[src/rtl/intx_router_pkg.sv]
package intx_router_pkg;
  localparam int LINES     = 4;
  localparam int IRQS      = 16;
  localparam int IRQ_W     = $clog2(IRQS);
  localparam int LINE_W    = $clog2(LINES);
  localparam int DW_W      = 6;
  localparam int SLOT_W    = 5;
  localparam logic [DW_W-1:0] ROUTE_DW = 6'h18;
  localparam logic [7:0] ROUTE_RESET = 8'h80;

  typedef logic [LINES-1:0][7:0] routeBytes_t;

  typedef struct packed {
    logic [LINES-1:0] wrLine;
    routeBytes_t      wrByte;
  } routeStrobe_t;
endpackage

[src/rtl/intx_router_ctrl.sv]
module intx_router_ctrl
  import intx_router_pkg::*;
(
  input  logic              cfgWrEn,
  input  logic [DW_W-1:0]   cfgDwAddr,
  input  logic [LINES-1:0]  cfgByteEn,
  input  logic [31:0]       cfgWrData,
  input  routeBytes_t       routeBytes,
  output logic [31:0]       cfgRdData,
  input  logic [SLOT_W-1:0] devSlot,
  input  logic [1:0]        devPin,
  output logic [LINE_W-1:0] swizPirq,
  output routeStrobe_t      strobe
);
  logic hitRoute;
  assign hitRoute = (cfgDwAddr == ROUTE_DW);

  for (genvar i = 0; i < LINES; i++) begin : g_lane
    assign strobe.wrLine[i] = cfgWrEn && hitRoute && cfgByteEn[i];
    assign strobe.wrByte[i] = cfgWrData[8*i +: 8];
  end

  assign cfgRdData = hitRoute ? 32'(routeBytes) : 32'd0;

  assign swizPirq = LINE_W'(SLOT_W'(devPin) + devSlot - SLOT_W'(1));
endmodule

[src/rtl/intx_router_dp.sv]
module intx_router_dp
  import intx_router_pkg::*;
(
  input  logic              clk,
  input  logic              rstN,
  input  routeStrobe_t      strobe,
  input  logic [LINES-1:0]  lineLevel,
  input  logic [LINE_W-1:0] qryLine,
  output routeBytes_t       routeBytes,
  output logic              qryEnable,
  output logic [IRQ_W:0]    qryTarget,
  output logic [IRQS-1:0]   irqOut
);
  logic [IRQS-1:0] nextOut;

  for (genvar l = 0; l < LINES; l++) begin : g_route
    always_ff @(posedge clk) begin
      if (!rstN)                 routeBytes[l] <= ROUTE_RESET;
      else if (strobe.wrLine[l]) routeBytes[l] <= strobe.wrByte[l];
    end
  end

  always_comb begin
    nextOut = '0;
    for (int l = 0; l < LINES; l++) begin
      if (routeBytes[l] < 8'(IRQS) && lineLevel[l])
        nextOut[routeBytes[l][IRQ_W-1:0]] = 1'b1;
    end
  end

  always_ff @(posedge clk) begin
    if (!rstN) irqOut <= '0;
    else       irqOut <= nextOut;
  end

  always_comb begin
    qryEnable = routeBytes[qryLine] < 8'(IRQS);
    qryTarget = qryEnable ? (IRQ_W+1)'(routeBytes[qryLine][IRQ_W-1:0]) : '1;
  end
endmodule

[src/rtl/intx_router.sv]
module intx_router
  import intx_router_pkg::*;
(
  input  logic              clk,
  input  logic              rstN,
  input  logic [LINES-1:0]  lineLevel,
  input  logic              cfgWrEn,
  input  logic [DW_W-1:0]   cfgDwAddr,
  input  logic [LINES-1:0]  cfgByteEn,
  input  logic [31:0]       cfgWrData,
  output logic [31:0]       cfgRdData,
  input  logic [SLOT_W-1:0] devSlot,
  input  logic [1:0]        devPin,
  output logic [LINE_W-1:0] swizPirq,
  input  logic [LINE_W-1:0] qryLine,
  output logic              qryEnable,
  output logic [IRQ_W:0]    qryTarget,
  output logic [IRQS-1:0]   irqOut
);
  routeStrobe_t strobe;
  routeBytes_t  routeBytes;

  intx_router_ctrl u_ctrl (
    .cfgWrEn(cfgWrEn), .cfgDwAddr(cfgDwAddr), .cfgByteEn(cfgByteEn),
    .cfgWrData(cfgWrData), .routeBytes(routeBytes), .cfgRdData(cfgRdData),
    .devSlot(devSlot), .devPin(devPin), .swizPirq(swizPirq), .strobe(strobe)
  );

  intx_router_dp u_dp (
    .clk(clk), .rstN(rstN), .strobe(strobe), .lineLevel(lineLevel),
    .qryLine(qryLine), .routeBytes(routeBytes), .qryEnable(qryEnable),
    .qryTarget(qryTarget), .irqOut(irqOut)
  );
endmodule

[config.mk]
export PLATFORM = sky130hd
export DESIGN_NAME = intx_router
export DESIGN_NICKNAME = d
export VERILOG_FILES = /design/src/rtl/intx_router_pkg.sv /design/src/rtl/intx_router_ctrl.sv /design/src/rtl/intx_router_dp.sv /design/src/rtl/intx_router.sv
export SDC_FILE = /design/constraint.sdc
export NUM_CORES = 1
export LEC_CHECK = 0
export CAP_MARGIN = 40
export CORE_UTILIZATION = 45
export CTS_BUF_LIST = sky130_fd_sc_hd__clkbuf_8
export CTS_CLUSTER_DIAMETER = 30
export DETAILED_ROUTE_END_ITERATION = 6
export DONT_BUFFER_PORTS = 1
export PLACE_DENSITY = 0.67
export SYNTH_ARGS = -nofsm -noshare
export SYNTH_HDL_FRONTEND = slang
export SYNTH_SLANG_ARGS = --single-unit
[constraint.sdc]
create_clock -name clk -period 1.3 [get_ports clk]
set_input_delay 0.065 -clock clk [delete_from_list [all_inputs] [get_ports clk]]
set_output_delay 0.065 -clock clk [all_outputs]
set_load 0.05 [all_outputs]
==> impl_results.md, run 1 <==
* Status: finished with violations
* Failing checks: negative setup slack
* Worst-path clk slew at 0.09 ns
* Fin Setup TNS at -6.55 ns
* Commonest non-fill, non-tap cells in the layout: 58 x dlygate4sd3_1, 41 x dfxtp_1, 37 x nand2_1, 37 x buf_4, 35 x buf_12
* Core area at 5610 sq um
* Ant. Diodes at 0
* Avg Inst Size Synth at 8.64 sq um
* Adder-Cell Fraction of Synth Area at 0.471%
* Vias in the first global route at 2987
* Path type of the worst setup path: flip-flop to primary output
* Dpl hpwl at 6110 um
* Die outline height at 78.8 um
* Clk buf depth at 2
* Cell chain of the critical path: nor4_4, mux4_2, buf_12, inv_4, buf_8
* Fin cells at 496
* Crit Path Max Fanout at 6
* Post-synth EDFFs at 0
* Max-cap check violation count at 0
* Mux contribution to synthesized area at 5.75%
* Simple-gate portion of the synthesized area at 35.3%
* Routed vias at 3088
* Area growth from synthesis to layout at 69.4%
* Reg2reg setup slack at -0.33 ns
* P_leak at 1.75 nW
* Largest net degree at the start of global routing at 51
* Worst path top cell family by delay: simple AND/OR/NAND/NOR gates
* Die X at 78.8 um
* Fillers at 346
* Initial drt markers at 318
* First-pass GRT wire length at 15800 um
* Syn. warnings at 0
* Slew Limit Headroom at 65.5%
* R2r startpoint: u_dp.routeBytes[30]
* Pre-Repair DR Iteration Count at 5
* Top-area cell type share of the netlist area at 36.2%
* Primary FF master, synth: dfxtp_1
* Initial Utilization at 47.3%
* Worst Path Arrival at 1.66 ns
* Worst-case hold slack at 0.0174 ns
* Post-synthesis compound-gate area fraction at 17.3%
* Main combinational cell family by area after synthesis: simple AND/OR/NAND/NOR gates
* Fin crit period at 1.72 ns
* Die area at 6210 sq um
* WP data required at 1.24 ns
* Port bufs at 0
* Gate Count Post-Synth at 307
* Number of buffers and inverters on the critical path at 3
* Post-synth net total at 366
* Grt ovf at 0
* Root buf cell: clkbuf_8
* Final Max Slew Viols at 0
* Top-Level Pins at 114
* Highest Clock Rate at 581 MHz
* Commonest non-fill, non-tap cell in the layout: dlygate4sd3_1
* Hold Fails Final Rpt at 0
* Max incr delay on CP at 0.36 ns
* Skew final at 0.0104 ns
* Fraction of layout cells with a size suffix above 1 at 31.6%
* Tcrit/Tclk final at 132%
* Sequential area share after synthesis at 36.2%
* DR WL/cell at 20.7 um
* Hold Startpoint: cfgWrEn
* Initial antenna violation count at 0
* Measured slew at the worst slew-check pin at 0.517 ns
* Slowest cell on crit path: nor4_4
* Ys async rst share at 0%
* Critical Path End Type: primary output
* Placer Congestion at 0.943
* Critical Path Source Type: flip-flop
* Netlist cell types at 33
* Critical path origin: u_dp.routeBytes[12]
* Power per Cell Area at 610 nW/um^2
* DRC viols at 0
* Mapped Area at 2650 sq um
* Setup violations, final at 22
* Peak supply drop at 0.559 mV
* Min-delay worst type: primary input to flip-flop
* Total track usage at 33.3%
* # rows at 27
* CTS tree: yes
* Post-synthesis xor/xnor area fraction at 0.660%
* Post-placement cell count at 423
* Yosys reg bits at 48
* Clock latency on the worst-skew pair at 0.31 ns
* PnR worst setup slack at -0.422 ns
* RSZ-0062 raised after global routing: true
* Clock sinks at 48
* Synth area leader: dfxtp_1
* Synth top area cells: dfxtp_1 36%, and3_1 7.3%, o22ai_1 6.4%, nand3_1 5.5%, o21ai_1 5.3%
* H-tree depth at 2
* Num CTS Buffers at 5
* Layout Nets at 482
* Post-DR vias/cell at 6.23
* Post-Route WL at 10300 um
* Antenna-violating nets left at 0
## kinds of logic (layout without fill, tap and decap cells)
| logic type | count (synthesis) | count (layout) |
|---|---|---|
| DFF | 48 | 48 |
| AOI/OAI and AO/OA | 73 | 73 |
| adders and majority gates | 1 | 1 |
| xor gates and xnor gates | 2 | 2 |
| muxes | 9 | 9 |
| and+or+nand+nor | 146 | 146 |
| buffers and inverters | 28 | 145 |
## power by group
part	switching, mW	internal (mW)
Sequential	0.00295	1.47
Clock	0.508	0.426
Combinational	0.153	0.182
## sequential cells by signal, indices dropped and copies added (netlist names)
| register | cells |
|---|---|
| u_dp.irqOut | 16 |
| u_dp.routeBytes | 32 |
## final timing paths
kind	to	cells past startpoint
worst max-delay path	qryTarget[4]	5
worst min-delay path	u_dp.routeBytes[22]	2
worst min register to register	u_dp.routeBytes[10]	2
worst max register to register	u_dp.irqOut[10]	6
## through the flow
stage	util (%)	setup WS [ns]	power [mW]	area, sq um
2_1_floorplan	-	-0.323	1.66	2670
3_3_place_gp	63.9	-0.295	1.66	3580
3_5_place_dp	63.9	-0.229	1.66	3580
4_1_cts	78.6	-0.416	2.72	4410
5_1_grt	80.2	-0.458	2.84	4500
6_report	80.2	-0.422	2.74	4500
## synth_stat cells (all sizes together), types with 3 or more instances
master / number
mux2i: 4
nor3: 6
nand4b: 8
inv: 4
and3: 32
o21a: 13
buf: 8
o22ai: 27
nand4: 8
nand3: 31
nor4: 4
nand2: 37
clkbuf: 16
o31a: 3
o21ai: 28
nand2b: 12
dfxtp: 48
nor2: 4
mux4: 5
## layer usage
metal	share of wire [%]	wire [um]	global-route usage [%]
met2	53	5410	61.0
met3	9.3	957	7.24
met5	0	0	0
met4	2.6	264	11.1
met1	36	3660	37.8
## repair_timing
item / 4_1_cts / 5_1_grt
gates resized for setup: 23 / 13
pin swaps: 27 / 17
hold buffers: 59 / 0
endpoints found under the setup margin: 24 / 26
setup buffers: 5 / 2
hold endpoints to repair: 48 / 0
## final cells by class
cell class / instances / area (sq um) / share of cell area (%)
inverters: 4 / 17.5 / 0.390
flip-flops and latches: 48 / 970 / 21.6
clock buffers: 6 / 82.6 / 1.84
repair buffers: 133 / 1600 / 35.5
clock inverters: 2 / 10.0 / 0.223
well taps: 72 / 90.1 / 2.00
multi-input cells: 231 / 1730 / 38.5
No activity file was read; power rests on OpenSTA's default activity.
==> inputs of run 2 (changes only) <==
--- a/config.mk
+++ b/config.mk
@@ -11,7 +11,7 @@
 export CTS_CLUSTER_DIAMETER = 30
 export DETAILED_ROUTE_END_ITERATION = 6
 export DONT_BUFFER_PORTS = 1
-export PLACE_DENSITY = 0.67
+export PLACE_DENSITY = 0.65
 export SYNTH_ARGS = -nofsm -noshare
 export SYNTH_HDL_FRONTEND = slang
 export SYNTH_SLANG_ARGS = --single-unit
==> constraint.sdc (replaced) <==
create_clock -name clk -period 1.6 [get_ports clk]
set_input_delay 0.08 -clock clk [delete_from_list [all_inputs] [get_ports clk]]
set_output_delay 0.08 -clock clk [all_outputs]
set_load 0.05 [all_outputs]
==> run 2 against run 1 <==
  * Sequential share of layout area increased by 2.1 points
  * Highest routed layer unchanged
  * Clock power hardly changed
  * First-iteration DRC count up 8.2%
  * Global-route usage down 4.3 points
  * Non-clock buffer count down 32
  * Largest cell class unchanged
  * Via count is 8.2% lower
  * Sequential power decreased by 18%
  * The run ends with negative hold slack, negative setup slack left
  * Total power down 14%
  * Core utilization fell by 6.6 points
  * Final area down 8.2%
  * Register-to-register slack improved by 0.31 ns
==> impl_results.md, run 2 (same netlist as run 1, synthesis figures left out) <==
* Max-cap check violation count at 0 (unchanged)
* Min-delay worst type: primary input to flip-flop
* R2r startpoint: u_dp.routeBytes[30]
* Post-placement setup slack at 0.0929 ns (+0.322 ns)
* Clk buf depth at 2 (unchanged)
* Power Total at 2.36 mW (-14%)
* Slew Limit Headroom at 67.4% (+1.9 points)
* Critical Path Source Type: flip-flop
* Antenna-violating nets left at 0 (unchanged)
* End of the worst hold path: u_dp.routeBytes[19]
* Top-Level Pins at 114 (unchanged)
* Max incr delay on CP at 0.39 ns (+0.03 ns)
* Initial drt markers at 344 (+8.2%)
* Skew final at 0.00832 ns (-0.00208 ns)
* Crit Path Max Fanout at 6 (unchanged)
* Post-Route WL at 8670 um (-16%)
* WP data required at 1.52 ns (+0.28 ns)
* Worst-case hold slack at -0.0317 ns (-0.0491 ns)
* Reg2reg end: u_dp.irqOut[14]
* Reg2reg setup slack at -0.02 ns (+0.31 ns)
* Highest Clock Rate at 576 MHz
* Core area at 5610 sq um (unchanged)
* Most flops, register: u_dp.routeBytes
* Vias in the first global route at 2813 (-5.8%)
* Number of flip-flops in the largest register at 32 (unchanged)
* Die area at 6210 sq um (unchanged)
* Fin crit period at 1.74 ns
* Hold Path Stages at 2 (unchanged)
* Failing checks: negative hold slack, negative setup slack
* Setup violations, final at 10 (-55%)
* Worst-path clk slew at 0.09 ns (about the same)
* Largest net degree at the start of global routing at 60 (+18%)
* DR WL/cell at 18.7 um (-9.9%)
* Final Max Slew Viols at 0 (unchanged)
* Power per Cell Area at 571 nW/um^2 (-6.3%)
* Initial Utilization at 47.3% (unchanged)
* Num CTS Buffers at 5 (unchanged)
* Initial antenna violation count at 0 (unchanged)
* Pre-Repair DR Iteration Count at 6 (+1)
* Cell chain of the critical path: nor4_4, mux4_2, nand2b_1, buf_6
* Die X at 78.8 um (unchanged)
* Post-DR vias/cell at 6.11 (-1.9%)
* PnR worst setup slack at -0.136 ns (+0.286 ns)
* Peak supply drop at 0.432 mV (-23%)
* Fraction of layout cells with a size suffix above 1 at 26.5% (-5.1 points)
* RSZ-0062 raised after global routing: true
* Critical Path End Type: primary output
* Worst Path Arrival at 1.66 ns (about the same)
* Commonest non-fill, non-tap cells in the layout: 44 x dlygate4sd3_1, 37 x nand2_1, 36 x dfxtp_1
* Area growth from synthesis to layout at 55.6%
* Grt ovf at 0 (unchanged)
* Clock latency on the worst-skew pair at 0.31 ns (about the same)
* Placer Congestion at 0.795 (-16%)
* Dpl hpwl at 5720 um (-6.5%)
* Root buf cell: clkbuf_8
* Biggest regs: u_dp.routeBytes x32, u_dp.irqOut x16
* Hold Startpoint: rstN
* Port bufs at 0 (unchanged)
* H-tree depth at 2 (unchanged)
* P_leak at 1.60 nW (-8.7%)
* Clock sinks at 48 (unchanged)
* Routed vias at 2835 (-8.2%)
* Die outline height at 78.8 um (unchanged)
* Slowest cell on crit path: mux4_2
* Status: finished with violations
* Ant. Diodes at 0 (unchanged)
* # rows at 27 (unchanged)
* Layout Nets at 450 (-6.6%)
* Commonest non-fill, non-tap cell in the layout: dlygate4sd3_1
* Total track usage at 29.0% (-4.3 points)
* Path type of the worst setup path: flip-flop to primary output
* Measured slew at the worst slew-check pin at 0.489 ns (-0.0287 ns)
* First-pass GRT wire length at 14000 um (-12%)
* DRC viols at 0 (unchanged)
* Hold Fails Final Rpt at 1 (+1)
* Worst reg-to-reg path cell count at 5 (-1)
* CTS tree: yes
* Tcrit/Tclk final at 109%
run 2: area by class of cell:
cell class,count,area [sq um]
clock buffers,6,82.6
inverters,4,15.0
fillers,399,1480
well taps,72,90.1
clock inverters,2,38.8
repair buffers,101,1310
multi-input cells,231,1610
flip-flops and latches,48,976
run 2: routing by layer:
metal | wire [um] | global-route usage [%] | vias to the layer above
met3 | 637 | 7.47 | 20
met4 | 197 | 9.81 | 0
met1 | 3490 | 32.5 | 1351
met5 | 0 | 0 | -
met2 | 4350 | 52.7 | 158
li1 | - | - | 1306
run 2: worst max-delay path by stage:
stage,to,slack (ns),start,cells after the start
2_1_floorplan,qryTarget[0],-0.07,u_dp.routeBytes[28],3
3_3_place_gp,u_dp.irqOut[11],0.12,u_dp.routeBytes[23],4
3_5_place_dp,qryTarget[3],0.09,u_dp.routeBytes[23],4
4_1_cts,qryTarget[3],-0.1,u_dp.routeBytes[7],4
5_1_grt,qryTarget[0],-0.22,u_dp.routeBytes[30],4
6_report,qryTarget[3],-0.14,u_dp.routeBytes[30],4
run 2: repair_timing:
item | 4_1_cts | 5_1_grt
setup endpoints to repair | 6 | 20
endpoints found under the hold margin | 48 | 1
pin swaps | 4 | 8
hold buffers | 46 | 1
gates resized for setup | 17 | 6
setup buffers | 6 | 3
run 2: critical path, delay by kind of cell (launching register included):
family,cells,cell delay [ns]
AND/OR/NAND/NOR,2,0.45
buffers and inverters,1,0.16
flip-flops,1,0.35
multiplexers,1,0.39
run 2: power by group:
part | internal (mW) | switching (mW) | total, mW
registers | 1.20 | 0.00266 | 1.20
logic | 0.114 | 0.112 | 0.227
clock network | 0.511 | 0.423 | 0.934
run 2: per-stage QoR:
step           area (sq um)  hold WS, ns  cells  setup TNS [ns]  util, %
2_1_floorplan          2650        0.205    307          -0.289        -
3_3_place_gp           3420        0.148    404               0     61.1
3_5_place_dp           3420        0.149    404               0     61.1
4_1_cts                4100       0.0143    464          -0.525     73.0
5_1_grt                4130      0.00391    464           -1.93     73.6
6_report               4130      -0.0317    464          -0.800     73.6
==> inputs of run 3 (changes only) <==
--- a/config.mk
+++ b/config.mk
@@ -6,6 +6,7 @@
 export NUM_CORES = 1
 export LEC_CHECK = 0
 export CAP_MARGIN = 40
+export CORE_MARGIN = 1
 export CORE_UTILIZATION = 45
 export CTS_BUF_LIST = sky130_fd_sc_hd__clkbuf_8
 export CTS_CLUSTER_DIAMETER = 30
@@ -15,3 +16,4 @@
 export SYNTH_ARGS = -nofsm -noshare
 export SYNTH_HDL_FRONTEND = slang
 export SYNTH_SLANG_ARGS = --single-unit
+export TNS_END_PERCENT = 30
==> run 3 against run 2 <==
  * The flow finishes with violations (negative setup slack)
  * Die area unchanged
  * Global-route usage unchanged
  * Sequential cell count unchanged
  * First-iteration DRC count down 26%
  * Routed wire length is 0.54% lower
  * Clock-buffer cell count did not move
  * Sequential power barely moved
  * Via count did not move
  * Critical path type unchanged
  * Largest cell class unchanged
==> impl_results.md, run 3 (same netlist as run 1, synthesis figures left out) <==
* Status: finished with violations
* Failing checks: negative setup slack
* Highest Clock Rate at 588 MHz (+2.0%)
* # rows at 27 (unchanged)
* Crit Path Max Fanout at 6 (unchanged)
* Num CTS Buffers at 5 (unchanged)
* Final Max Slew Viols at 0 (unchanged)
* Post-DR vias/cell at 6.11 (unchanged)
* Commonest non-fill, non-tap cells in the layout: 44 x dlygate4sd3_1, 37 x nand2_1, 36 x dfxtp_1
* Area growth from synthesis to layout at 54.9%
* RSZ-0062 raised after global routing: true
* Max-cap check violation count at 0 (unchanged)
* Tcrit/Tclk final at 106% (-2.2 points)
* Die area at 6210 sq um (unchanged)
* Die outline height at 78.8 um (unchanged)
* Fraction of layout cells with a size suffix above 1 at 25.3% (-1.3 points)
* Initial drt markers at 256 (-26%)
* Die X at 78.8 um (unchanged)
* Worst-case hold slack at 0.0221 ns (+0.0538 ns)
* Number of buffers and inverters on the critical path at 1 (unchanged)
* Port bufs at 0 (unchanged)
* Post-Route WL at 8620 um (-0.54%)
* P_leak at 1.61 nW (+0.74%)
* Routed vias at 2835 (unchanged)
* Dpl hpwl at 5720 um (unchanged)
* Measured slew at the worst slew-check pin at 0.489 ns (-0.00000525 ns)
* Commonest non-fill, non-tap cell in the layout: dlygate4sd3_1
* WP data required at 1.52 ns (about the same)
* DRC viols at 0 (unchanged)
* Root buf cell: clkbuf_8
* Fin crit period at 1.70 ns (-0.0344 ns)
* PnR worst setup slack at -0.102 ns (+0.0344 ns)
* Most flops, register: u_dp.routeBytes
* Path type of the worst setup path: flip-flop to primary output
* Worst path top cell family by delay: simple AND/OR/NAND/NOR gates
* Vias in the first global route at 2813 (unchanged)
* Hold Fails Final Rpt at 0 (-1)
* Setup violations, final at 9 (-1)
* Peak supply drop at 0.437 mV (+1.2%)
* H-tree depth at 2 (unchanged)
* Ant. Diodes at 0 (unchanged)
* Number of flip-flops in the largest register at 32 (unchanged)
* Pre-Repair DR Iteration Count at 5 (-1)
* Initial Utilization at 47.3% (unchanged)
* Placer Congestion at 0.795 (unchanged)
* Core area at 5610 sq um (unchanged)
* DR WL/cell at 18.6 um (-0.54%)
* Worst Path Arrival at 1.62 ns (-0.04 ns)
* Layout Nets at 450 (unchanged)
* Fin cells at 464 (unchanged)
* Worst-path clk slew at 0.09 ns (about the same)
* Total track usage at 29.0% (unchanged)
* Slew Limit Headroom at 67.4% (about the same)
* Core Util, Final at 73.3% (-0.33 points)
* CTS tree: yes
* Cell chain of the critical path: nor4_4, mux4_2, nand2b_1, buf_6
* Fillers at 407 (+2.0%)
* Critical Path Source Type: flip-flop
* Skew final at 0.00971 ns (+0.00138 ns)
* Min-delay worst type: primary input to flip-flop
* Initial antenna violation count at 0 (unchanged)
* Clock latency on the worst-skew pair at 0.31 ns (about the same)
* Antenna-violating nets left at 0 (unchanged)
* Clock sinks at 48 (unchanged)
* Clk buf depth at 2 (unchanged)
* Critical Path End Type: primary output
* Top-Level Pins at 114 (unchanged)
* Slowest cell on crit path: mux4_2
* Post-placement cell count at 404 (unchanged)
* Post-placement setup slack at 0.0929 ns (unchanged)
* Max incr delay on CP at 0.38 ns (about the same)
* Power per Cell Area at 574 nW/um^2 (+0.50%)
* Largest net degree at the start of global routing at 60 (unchanged)
* Fin Setup TNS at -0.638 ns (+0.163 ns)
* First-pass GRT wire length at 14000 um (unchanged)
* Biggest regs: u_dp.routeBytes x32, u_dp.irqOut x16
* Grt ovf at 0 (unchanged)
-- run 3: worst paths after layout --
kind | from | to | slack, ns | cells past startpoint
min | cfgWrEn | u_dp.routeBytes[6] | 0.02 | 2
min reg2reg | u_dp.routeBytes[6] | u_dp.routeBytes[6] | 0.49 | 2
max | u_dp.routeBytes[7] | qryTarget[3] | -0.10 | 4
max reg2reg | u_dp.routeBytes[30] | u_dp.irqOut[14] | -0.02 | 6
-- run 3: cell type report --
cell class                 instances  area (sq um)  area share (%)
timing repair buffer             101          1320            32.1
tap                               72          90.1            2.19
sequential                        48           976            23.7
clock buffer                       6          82.6            2.01
clock inverter                     2          38.8           0.944
inverter                           4          15.0           0.365
multi-input combinational        231          1590            38.7
-- run 3: routing by layer --
| metal | wire length [um] | share of wire, % | global-route usage [%] |
|---|---|---|---|
| met5 | 0 | 0 | 0 |
| met1 | 3390 | 39 | 32.5 |
| met4 | 163 | 1.9 | 9.81 |
| met2 | 4350 | 50 | 52.7 |
| met3 | 719 | 8.3 | 7.47 |
-- run 3: timing repair --
| action | in CTS | in global routing |
|---|---|---|
| hold endpoints to repair | 48 | 0 |
| buffers inserted | 6 | 0 |
| pin swaps | 4 | 4 |
| setup endpoints to repair | 6 | 20 |
| hold buffers | 46 | 0 |
| gates resized for setup | 17 | 3 |
-- run 3: through the flow --
stage	power [mW]	area [sq um]
floorplan	1.34	2650
global placement	1.34	3420
detailed placement	1.34	3420
CTS	2.36	4100
global route	2.44	4110
finish	2.36	4110
-- run 3: where the power goes --
group	switching, mW	internal, mW
Sequential	0.00266	1.20
Combinational	0.111	0.113
Clock	0.426	0.511
-- run 3: worst reg2reg max path, stage by stage, from the launching register on --
cell and delay [ns]:
dfxtp_2 0.35, nor4_4 0.33, buf_4 0.17, buf_4 0.12, nand4_1 0.19, o22ai_1 0.27, o21a_1 0.14
